**config.mk**
```make
export PLATFORM = sky130hd
export DESIGN_NAME = dac_datapath
export DESIGN_NICKNAME = d
export VERILOG_FILES = /design/src/rtl/dac_pkg.sv /design/src/rtl/dac_datapath.sv
export SDC_FILE = /design/constraint.sdc
export NUM_CORES = 1
export LEC_CHECK = 0
export ABC_AREA = 1
export BUFFER_PORTS_ARGS = -buffer_cell sky130_fd_sc_hd__buf_2
export CELL_PAD_IN_SITES_DETAIL_PLACEMENT = 2
export CELL_PAD_IN_SITES_GLOBAL_PLACEMENT = 2
export CORE_MARGIN = 8
export CORE_UTILIZATION = 27
export DETAILED_ROUTE_END_ITERATION = 10
export PLACE_DENSITY_LB_ADDON = 0.1
export SYNTH_ARGS = -nofsm -noshare
export SYNTH_HDL_FRONTEND = slang
export SYNTH_SLANG_ARGS = --single-unit
```
**constraint.sdc**
```tcl
create_clock -name clk -period 0.9 [get_ports clk]
set_input_delay 0.135 -clock clk [delete_from_list [all_inputs] [get_ports clk]]
set_output_delay 0.135 -clock clk [all_outputs]
set_load 0.01 [all_outputs]
```
**src/rtl/dac_pkg.sv**
```systemverilog
package dac_pkg;
  localparam int FIELD_W = 2;

  typedef enum logic [FIELD_W-1:0] {
    DOM_DENY    = 2'b00,
    DOM_CLIENT  = 2'b01,
    DOM_RSVD    = 2'b10,
    DOM_MANAGER = 2'b11
  } domMode_e;

  typedef struct packed {
    logic loadWord;
  } dpStrobe_t;
endpackage

```
**src/rtl/dac_datapath.sv**
```systemverilog
module dac_datapath
  import dac_pkg::*;
#(
  parameter int NUM_DOMAINS = 16,
  localparam int WORD_W = NUM_DOMAINS * FIELD_W,
  localparam int DOM_W = $clog2(NUM_DOMAINS)
) (
  input  logic              clk,
  input  logic              rstN,
  input  dpStrobe_t         strobe,
  input  logic [WORD_W-1:0] wrData,
  input  logic [DOM_W-1:0]  reqDomain,
  output domMode_e          domMode
);
  logic [WORD_W-1:0] wordQ;
  logic [FIELD_W-1:0] fieldArr [NUM_DOMAINS];

  always_ff @(posedge clk) begin
    if (!rstN) begin
      wordQ <= '0;
    end else if (strobe.loadWord) begin
      wordQ <= wrData;
    end
  end

  for (genvar g = 0; g < NUM_DOMAINS; g++) begin : g_field
    assign fieldArr[g] = wordQ[g*FIELD_W +: FIELD_W];
  end

  assign domMode = domMode_e'(fieldArr[reqDomain]);
endmodule

```
==> flow_metrics.tcl, run 1 <==
set metrics [dict create \
    dp_slack_ns -0.308 \
    synthTopCellsByArea "dfxtp_1 (45%), o21ai_0 (11%), a21oi_1 (9.7%)" \
    io_pins 41 \
    port_buffers 40 \
    fin_skew_ns 0 \
    syn-instance-count 208 \
    ys_seq_area_share_pct 44.5 \
    start_util_pct 28.0 \
    hold_class "input port to flop" \
    fmax_ghz 0.754 \
    core.rowCount 26 \
    grt_usage_pct 13.1 \
    leakage_nw 0.983 \
    wl_per_cell_um 13.8 \
    regArea_um2 647 \
    drv_slew 0 \
    slew_headroom_pct 84.3 \
    min_from "wrData[23]" \
    dieArea_mm2 0.00792 \
    status "complete, but fails checks" \
    cts_tree "yes" \
    dr_total_vias 1574 \
    reg_top3 "wordQ: 32 flops" \
    start_kind "flop" \
    dp_cells 335 \
    antenna_cells_inserted 0 \
    drt_iter0_markers 35 \
    cts_made_buffers 5 \
    drive_gt1_share_pct 33.7 \
    hold_buffers 0 \
    timing.final.crit_period_ns 1.33 \
    n_fill_cell 645 \
    syn_nets 247 \
    synth_top_area_share_pct 44.5 \
    timing.reg2reg.setup_slack_ns 0.18 \
    ant_nets 0 \
    drt_drc_violations_left 0 \
    grt_pass1_vias 1691 \
    post-cts-setup-buffers 0 \
    hpwlAfterDp_mm 3.55 \
    ctsHtreeMaxLevel 2 \
    rr_endpoint "wordQ[17]" \
    regMostFlops "wordQ" \
    syn_area_mm2 0.00144 \
    grt_max_degree 33 \
    max_cap_violations 0 \
    reg2regPathDepth 3 \
    hold_end "wordQ[23]" \
    fin_crit_sh_pct 147 \
    cp-end-kind "output port" \
    grt-ovfl-total 0 \
    arrival_ns 1.19 \
    finalWirelength_mm 4.75 \
    ys.warnings.count 0 \
    via_per_inst 4.59 \
    grt_setup_unrepaired "true" \
    reg2reg_from "wordQ[17]" \
    synth_top_area_cell "dfxtp_1" \
    critPathKind "flop to output port" \
    insertion_delay_ns 0.29 \
    syn_to_final_growth_pct 42.6 \
    largest_reg_flops 32 \
    fin_cells 343 \
    layout_setup_ws_ns -0.427 \
    die_x_um 89 \
    setup-tns-final_ns -0.844 \
    violations "negative setup slack" \
    antenna_found_initial 0 \
    worst-slew-pin-transition_ns 0.233 \
    hold_viol 0 \
    required_ns 0.76 \
    setup_viol 2 \
    clockBufferDepth 2 \
    post-route-util_pct 39.9 \
    vdd_drop_max_v 0.000753 \
    synth_seq_cells 32 \
    synth_cell_type_count 13 \
    power.density_mw_per_mm2 1730 \
    cts-root-buf "clkbuf_8" \
    avgSynthCellArea_um2 6.92 \
    grt_pass1_wl_mm 7.90 \
    crit_path_max_fanout 2 \
    nNetsFinal 311 \
    whs_path_depth 3 \
    core_area_mm2 0.00514 \
    dr.pass1.iters 4 \
    die_y_um 89 \
    multi_input_area_um2 611 \
    cts.sinks 32 \
    clk_pin_slew_ns 0.07 \
    place_congestion 0.746 \
]
## placed cells by master (no fill, tap or decap)
cell	netlist	routed
a21oi_1	28	28
buf_12	0	4
buf_2	4	40
buf_4	2	26
bufinv_16	0	1
clkbuf_1	5	1
clkbuf_8	0	5
clkinv_2	0	1
dfxtp_1	32	27
dfxtp_2	0	5
inv_1	31	26
inv_2	2	7
nand2_1	34	34
nand3_1	24	23
nand3_2	0	1
nor2_1	8	8
o21ai_0	32	28
o21ai_1	4	6
o21ai_2	0	2
## area by class of cell
type	count	area share, %
repair buffers	70	23.2
clock inverters	2	1.71
inverters	33	6.04
well taps	70	4.27
flip-flops and latches	32	31.5
multi-input cells	130	29.8
clock buffers	6	3.54
## stage by stage
step,area (um^2),total power [mW],hold slack [ns]
after floorplan,1440,1.87,0.270
after global placement,1930,2.17,0.361
after detailed placement,1930,2.20,0.384
after CTS,2040,3.61,0.0587
after global routing,2050,3.78,0.0833
final,2050,3.56,0.0658
## worst max-delay path by stage
stage / startpoint / to / slack [ns]
after floorplan: wordQ[4] / domMode[0] / 0.04
after global placement: reqDomain[0] / domMode[1] / -0.27
after detailed placement: reqDomain[0] / domMode[1] / -0.31
after CTS: wordQ[21] / domMode[1] / -0.44
after global routing: wordQ[21] / domMode[1] / -0.53
final: wordQ[24] / domMode[0] / -0.43
## Yosys cell counts
master,instances
inv_1,31
nand3_1,24
clkbuf_1,5
a21oi_1,28
o21ai_1,4
buf_6,2
inv_2,2
nand2_1,34
o21ai_0,32
nor2_1,8
buf_4,2
buf_2,4
dfxtp_1,32
## cells by family (layout without fill, tap and decap cells)
family	Yosys count	after routing	synth area share [%]
buffers and inverters	46	111	13.9
AND/OR/NAND/NOR	66	66	19.3
AO/OA/AOI/OAI	64	64	22.3
flip-flops	32	32	44.5
## metal layers
| layer | GRT usage (%) | share of wire [%] |
|---|---|---|
| met1 | 15.8 | 47 |
| met2 | 21.0 | 46 |
| met3 | 4.69 | 5.1 |
| met4 | 4.53 | 1.2 |
| met5 | 0 | 0 |
## critical path, cell delays in order (launching register included)
cell and delay (ns):
dfxtp_2 0.32, inv_2 0.03, o21ai_2 0.12, nand2_1 0.06
nand3_1 0.07, nand3_1 0.09, nand2_1 0.08, buf_2 0.12
## power breakdown
part / total [mW] / switching (mW) / internal (mW)
Sequential: 1.55 / 0.0307 / 1.52
Combinational: 0.626 / 0.324 / 0.302
Clock: 1.38 / 0.560 / 0.821
## what timing repair did
action	4_1_cts	5_1_grt
hold endpoints to repair	0	0
endpoints found under the setup margin	2	2
pin swaps	0	4
resized for setup	11	6
Note: power is estimated with default switching activity, not from simulation.
==> run 2, diff against run 1 <==
--- a/config.mk
+++ b/config.mk
@@ -9,6 +9,7 @@
 export BUFFER_PORTS_ARGS = -buffer_cell sky130_fd_sc_hd__buf_2
 export CELL_PAD_IN_SITES_DETAIL_PLACEMENT = 2
 export CELL_PAD_IN_SITES_GLOBAL_PLACEMENT = 2
+export CORE_ASPECT_RATIO = 0.6
 export CORE_MARGIN = 8
 export CORE_UTILIZATION = 27
 export DETAILED_ROUTE_END_ITERATION = 10
==> run 2 against run 1 <==
The flow still finishes with violations (negative setup slack). Worst setup slack improved by 0.023 ns. Wire length increased by 2.8%. Final area increased by 1.1%. Clock power decreased by 12%. Core utilization increased by 0.72 points. Non-clock buffer count increased by 4. Clock skew unchanged. Count of clock-buffer cells in the layout increased by 1. Via count increased by 0.89%.
==> flow_metrics.tcl, run 2 (synthesis results as in run 1) <==
set metrics [dict create \
    timing.reg2reg.setup_slack_ns 0.20 \
    cp-startpoint "wordQ[4]" \
    final_common_cell "buf_2" \
    regArea_um2 649 \
    grt_pass1_wl_mm 8.09 \
    place_area_mm2 0.00194 \
    min_from "wrData[6]" \
    hold_end "wordQ[6]" \
    hpwlAfterDp_mm 3.67 \
    antenna_found_initial 0 \
    largest_reg_flops 32 \
    finalInstanceArea_mm2 0.00207 \
    core_area_mm2 0.00510 \
    grt_setup_unrepaired "true" \
    fin_cells 342 \
    crit_chain "inv_2 > o21ai_1 > nand2_1 > nand3_2 > nand3_1 > nand2_1 > buf_2" \
    violations "negative setup slack" \
    n_fill_cell 636 \
    hold_viol 0 \
    reg_top3 "wordQ: 32 flops" \
    post-route-util_pct 40.6 \
    die_x_um 110 \
    final_cell_mix "buf_2 (40), nand2_1 (33), buf_4 (31), o21ai_0 (28), a21oi_1 (28)" \
    power.density_mw_per_mm2 1650 \
    dr_total_vias 1588 \
    p_total_mw 3.42 \
    clk_pin_slew_ns 0.07 \
    grt_usage_pct 12.9 \
    timing.final.crit_period_ns 1.30 \
    cts_tree "yes" \
    antenna_cells_inserted 0 \
    via_per_inst 4.64 \
    cts-root-buf "clkbuf_8" \
    die_y_um 72.5 \
    place_congestion 0.730 \
    slew_headroom_pct 81.4 \
    syn_to_final_growth_pct 44.2 \
    reg2reg_from "wordQ[11]" \
    setup_viol 2 \
    regMostFlops "wordQ" \
    start_util_pct 28.2 \
    fmax_ghz 0.767 \
    dr.pass1.iters 4 \
    timing.hold.ws_ns 0.0741 \
    fin_skew_ns 0 \
    cts_made_buffers 5 \
    ctsHtreeMaxLevel 2 \
    drt_drc_violations_left 0 \
    insertion_delay_ns 0.29 \
    arrival_ns 1.17 \
    grt-ovfl-total 0 \
    core.rowCount 20 \
    worst_path_most_repeated_cell "nand2_1" \
    drt_iter0_markers 35 \
    finalWirelength_mm 4.88 \
    crit_slowest_cell "dfxtp_2" \
    drive_gt1_share_pct 38.8 \
    fin_crit_sh_pct 145 \
    ant_nets 0 \
    vdd_drop_max_v 0.000609 \
    grt_max_degree 33 \
    multi_input_area_um2 629 \
    port_buffers 40 \
    io_pins 41 \
    status "complete, but fails checks" \
    clockBufferDepth 2 \
    rr_endpoint "wordQ[11]" \
    crit_path_max_incr_delay_ns 0.33 \
    required_ns 0.76 \
    drv_slew 0 \
    cp-end-kind "output port" \
    whs_path_depth 3 \
    post-cts-setup-buffers 0 \
    crit_path_max_fanout 2 \
    grt_pass1_vias 1687 \
    worst-slew-pin-transition_ns 0.276 \
    dieArea_mm2 0.00800 \
    leakage_nw 0.998 \
    layout_setup_ws_ns -0.403 \
    dp_cells 335 \
    nNetsFinal 315 \
    reg2regPathDepth 3 \
    cts.sinks 32 \
    start_kind "flop" \
    wl_per_cell_um 14.3 \
    hold_class "input port to flop" \
    critPathKind "flop to output port" \
    max_cap_violations 0 \
]
-- run 2: how the worst max path moves through the flow --
stage / endpoint / slack, ns
6_report: domMode[0] / -0.40
5_1_grt: domMode[0] / -0.51
4_1_cts: domMode[0] / -0.44
3_5_place_dp: domMode[0] / -0.28
3_3_place_gp: domMode[0] / -0.29
2_1_floorplan: domMode[0] / 0.04
-- run 2: power breakdown --
part / total (mW) / internal [mW] / switching, mW
clock: 1.22 / 0.681 / 0.542
combinational: 0.645 / 0.311 / 0.335
sequential: 1.56 / 1.52 / 0.0352
-- run 2: layout make-up --
class,count,area share (%)
Sequential cell,32,31.3
Multi-Input combinational cell,130,30.3
Timing Repair Buffer,74,23.8
Inverter,33,5.97
Clock buffer,7,4.64
Tap cell,66,3.98
-- run 2: layer usage --
layer	share of wire, %	GRT usage, %	vias to the layer above
li1	-	-	806
met4	1.7	5.73	0
met1	51	17.2	747
met3	3.6	3.18	8
met5	0	0	-
met2	43	19.1	27
-- run 2: metrics by stage --
stage	setup TNS (ns)	worst slack, ns
global placement	-0.541	-0.287
floorplan	0	0.0435
global route	-1.01	-0.509
CTS	-0.852	-0.436
detailed placement	-0.545	-0.284
finish	-0.805	-0.403
-- run 2: worst max-delay path, delay by kind of cell (launching register included) --
kind            cells  cell delay [ns]
compound gates      1             0.11
simple gates        4             0.27
buf+inv             2             0.17
flops               1             0.33
-- run 2: what timing repair did --
action,4_1_cts,5_1_grt
endpoints found under the setup margin,2,2
hold buffers,0,0
pin swaps,1,3
resized for setup,16,12
==> run 3, diff against run 2 <==
--- a/config.mk
+++ b/config.mk
@@ -9,7 +9,7 @@
 export BUFFER_PORTS_ARGS = -buffer_cell sky130_fd_sc_hd__buf_2
 export CELL_PAD_IN_SITES_DETAIL_PLACEMENT = 2
 export CELL_PAD_IN_SITES_GLOBAL_PLACEMENT = 2
-export CORE_ASPECT_RATIO = 0.6
+export CORE_ASPECT_RATIO = 1.4
 export CORE_MARGIN = 8
 export CORE_UTILIZATION = 27
 export DETAILED_ROUTE_END_ITERATION = 10
==> run 3 against run 2 <==
The run still ends with negative setup slack left. Power shrank 2.6%. Register-to-register slack gained 0.02 ns. Clock power shrank 6%. Wire length shrank 8.0%. Clock skew is the same. Final cell count shrank 0.58%. Count of clock-buffer cells in the layout shrank 1. Largest power group unchanged.
==> flow_metrics.tcl, run 3 (synthesis results as in run 1) <==
set metrics [dict create \
    status "complete, but fails checks" \
    violations "negative setup slack" \
    antenna_found_initial 0 \
    min_from "wrData[26]" \
    required_ns 0.76 \
    max_cap_violations 0 \
    hold_class "input port to flop" \
    syn_to_final_growth_pct 44.4 \
    dr_total_vias 1551 \
    hpwlAfterDp_mm 3.38 \
    hold_buffers 0 \
    start_kind "flop" \
    cts-root-buf "clkbuf_8" \
    timing.final.crit_period_ns 1.32 \
    p_total_mw 3.33 \
    grt_pass1_vias 1753 \
    cts_tree "yes" \
    grt_max_degree 33 \
    fmax_ghz 0.757 \
    ctsHtreeMaxLevel 2 \
    port_buffers 40 \
    start_util_pct 27.9 \
    core.rowCount 31 \
    grt_setup_unrepaired "true" \
    reg_top3 "wordQ: 32 flops" \
    hold_end "wordQ[26]" \
    reg2reg_from "wordQ[1]" \
    antenna_cells_inserted 0 \
    grt_pass1_wl_mm 7.61 \
    drt_iter0_markers 41 \
    whs_path_depth 3 \
    timing.hold.ws_ns 0.0756 \
    die_x_um 77.7 \
    io_pins 41 \
    reg2regPathDepth 3 \
    die_y_um 102 \
    insertion_delay_ns 0.28 \
    rr_endpoint "wordQ[1]" \
    vdd_drop_max_v 0.000703 \
    power.density_mw_per_mm2 1600 \
    post-cts-setup-buffers 0 \
    regMostFlops "wordQ" \
    worst-slew-pin-transition_ns 0.276 \
    fin_skew_ns 0 \
    core_area_mm2 0.00516 \
    leakage_nw 0.998 \
    clockBufferDepth 2 \
    place_congestion 0.770 \
    hold_viol 0 \
    drive_gt1_share_pct 37.2 \
    via_per_inst 4.56 \
    final_cell_mix "buf_2 (40), nand2_1 (32), o21ai_0 (28), a21oi_1 (28)" \
    cts_made_buffers 5 \
    drt_drc_violations_left 0 \
    grt_usage_pct 11.9 \
    timing.reg2reg.setup_slack_ns 0.22 \
    arrival_ns 1.19 \
    critPathKind "flop to output port" \
    dieArea_mm2 0.00795 \
    dr.pass1.iters 4 \
    drv_slew 0 \
    cp-end-kind "output port" \
    layout_setup_ws_ns -0.422 \
    n_fill_cell 655 \
    ant_nets 0 \
    nNetsFinal 312 \
    cts.sinks 32 \
    finalWirelength_mm 4.49 \
    slew_headroom_pct 81.6 \
    final_common_cell "buf_2" \
    largest_reg_flops 32 \
    wl_per_cell_um 13.2 \
    crit_path_max_fanout 2 \
    clk_pin_slew_ns 0.07 \
    fin_crit_sh_pct 147 \
    setup_viol 2 \
    grt-ovfl-total 0 \
]
## run 3: worst max-delay path by stage
| stage | startpoint | to | slack [ns] |
|---|---|---|---|
| after CTS | wordQ[24] | domMode[0] | -0.44 |
| after global routing | wordQ[21] | domMode[1] | -0.52 |
| after floorplan | wordQ[4] | domMode[0] | 0.04 |
| after global placement | reqDomain[0] | domMode[0] | -0.28 |
| after detailed placement | reqDomain[0] | domMode[0] | -0.29 |
| final | wordQ[16] | domMode[0] | -0.42 |
## run 3: final cells by class
type / count / area, um^2 / share of cell area (%)
flip-flops and latches: 32 / 647 / 31.1
multi-input cells: 130 / 649 / 31.2
inverters: 33 / 124 / 5.96
repair buffers: 71 / 483 / 23.2
clock buffers: 6 / 82.6 / 3.97
clock inverters: 2 / 10.0 / 0.482
well taps: 66 / 82.6 / 3.97
## run 3: what timing repair did
action                                  4_1_cts  5_1_grt
pin swaps                                     0        5
hold endpoints to repair                      0        0
resized for setup                            10       15
endpoints found under the setup margin        2        2
## run 3: power breakdown
part / switching (mW) / internal, mW / leakage, nW
clock network: 0.538 / 0.610 / 0.0510
registers: 0.0310 / 1.52 / 0.268
logic: 0.325 / 0.311 / 0.680
total: 0.894 / 2.44 / 0.998
## run 3: critical path: stages (launching register included)
cell and delay, ns:
dfxtp_1 0.32, inv_1 0.05, nand2_1 0.06, nand3_1 0.08
nand3_2 0.10, nand3_2 0.08, nand2_1 0.08, buf_2 0.13
## run 3: per-stage QoR
stage | setup TNS (ns) | setup WS (ns) | utilization (%) | instances | instance area, um^2
after floorplan | 0 | 0.0435 | - | 208 | 1440
after global placement | -0.542 | -0.281 | 37.4 | 332 | 1930
after detailed placement | -0.563 | -0.290 | 37.4 | 332 | 1930
after CTS | -0.862 | -0.437 | 39.4 | 340 | 2030
after global routing | -1.03 | -0.519 | 40.3 | 340 | 2080
final | -0.809 | -0.422 | 40.3 | 340 | 2080
## run 3: per-layer routing
layer  track usage [%]  vias up  wire length, um
li1                  -      799                -
met1              12.4      720             1920
met2              21.9       27             2370
met3              3.61        5              146
met4              4.08        0               61
met5                 0        -                0
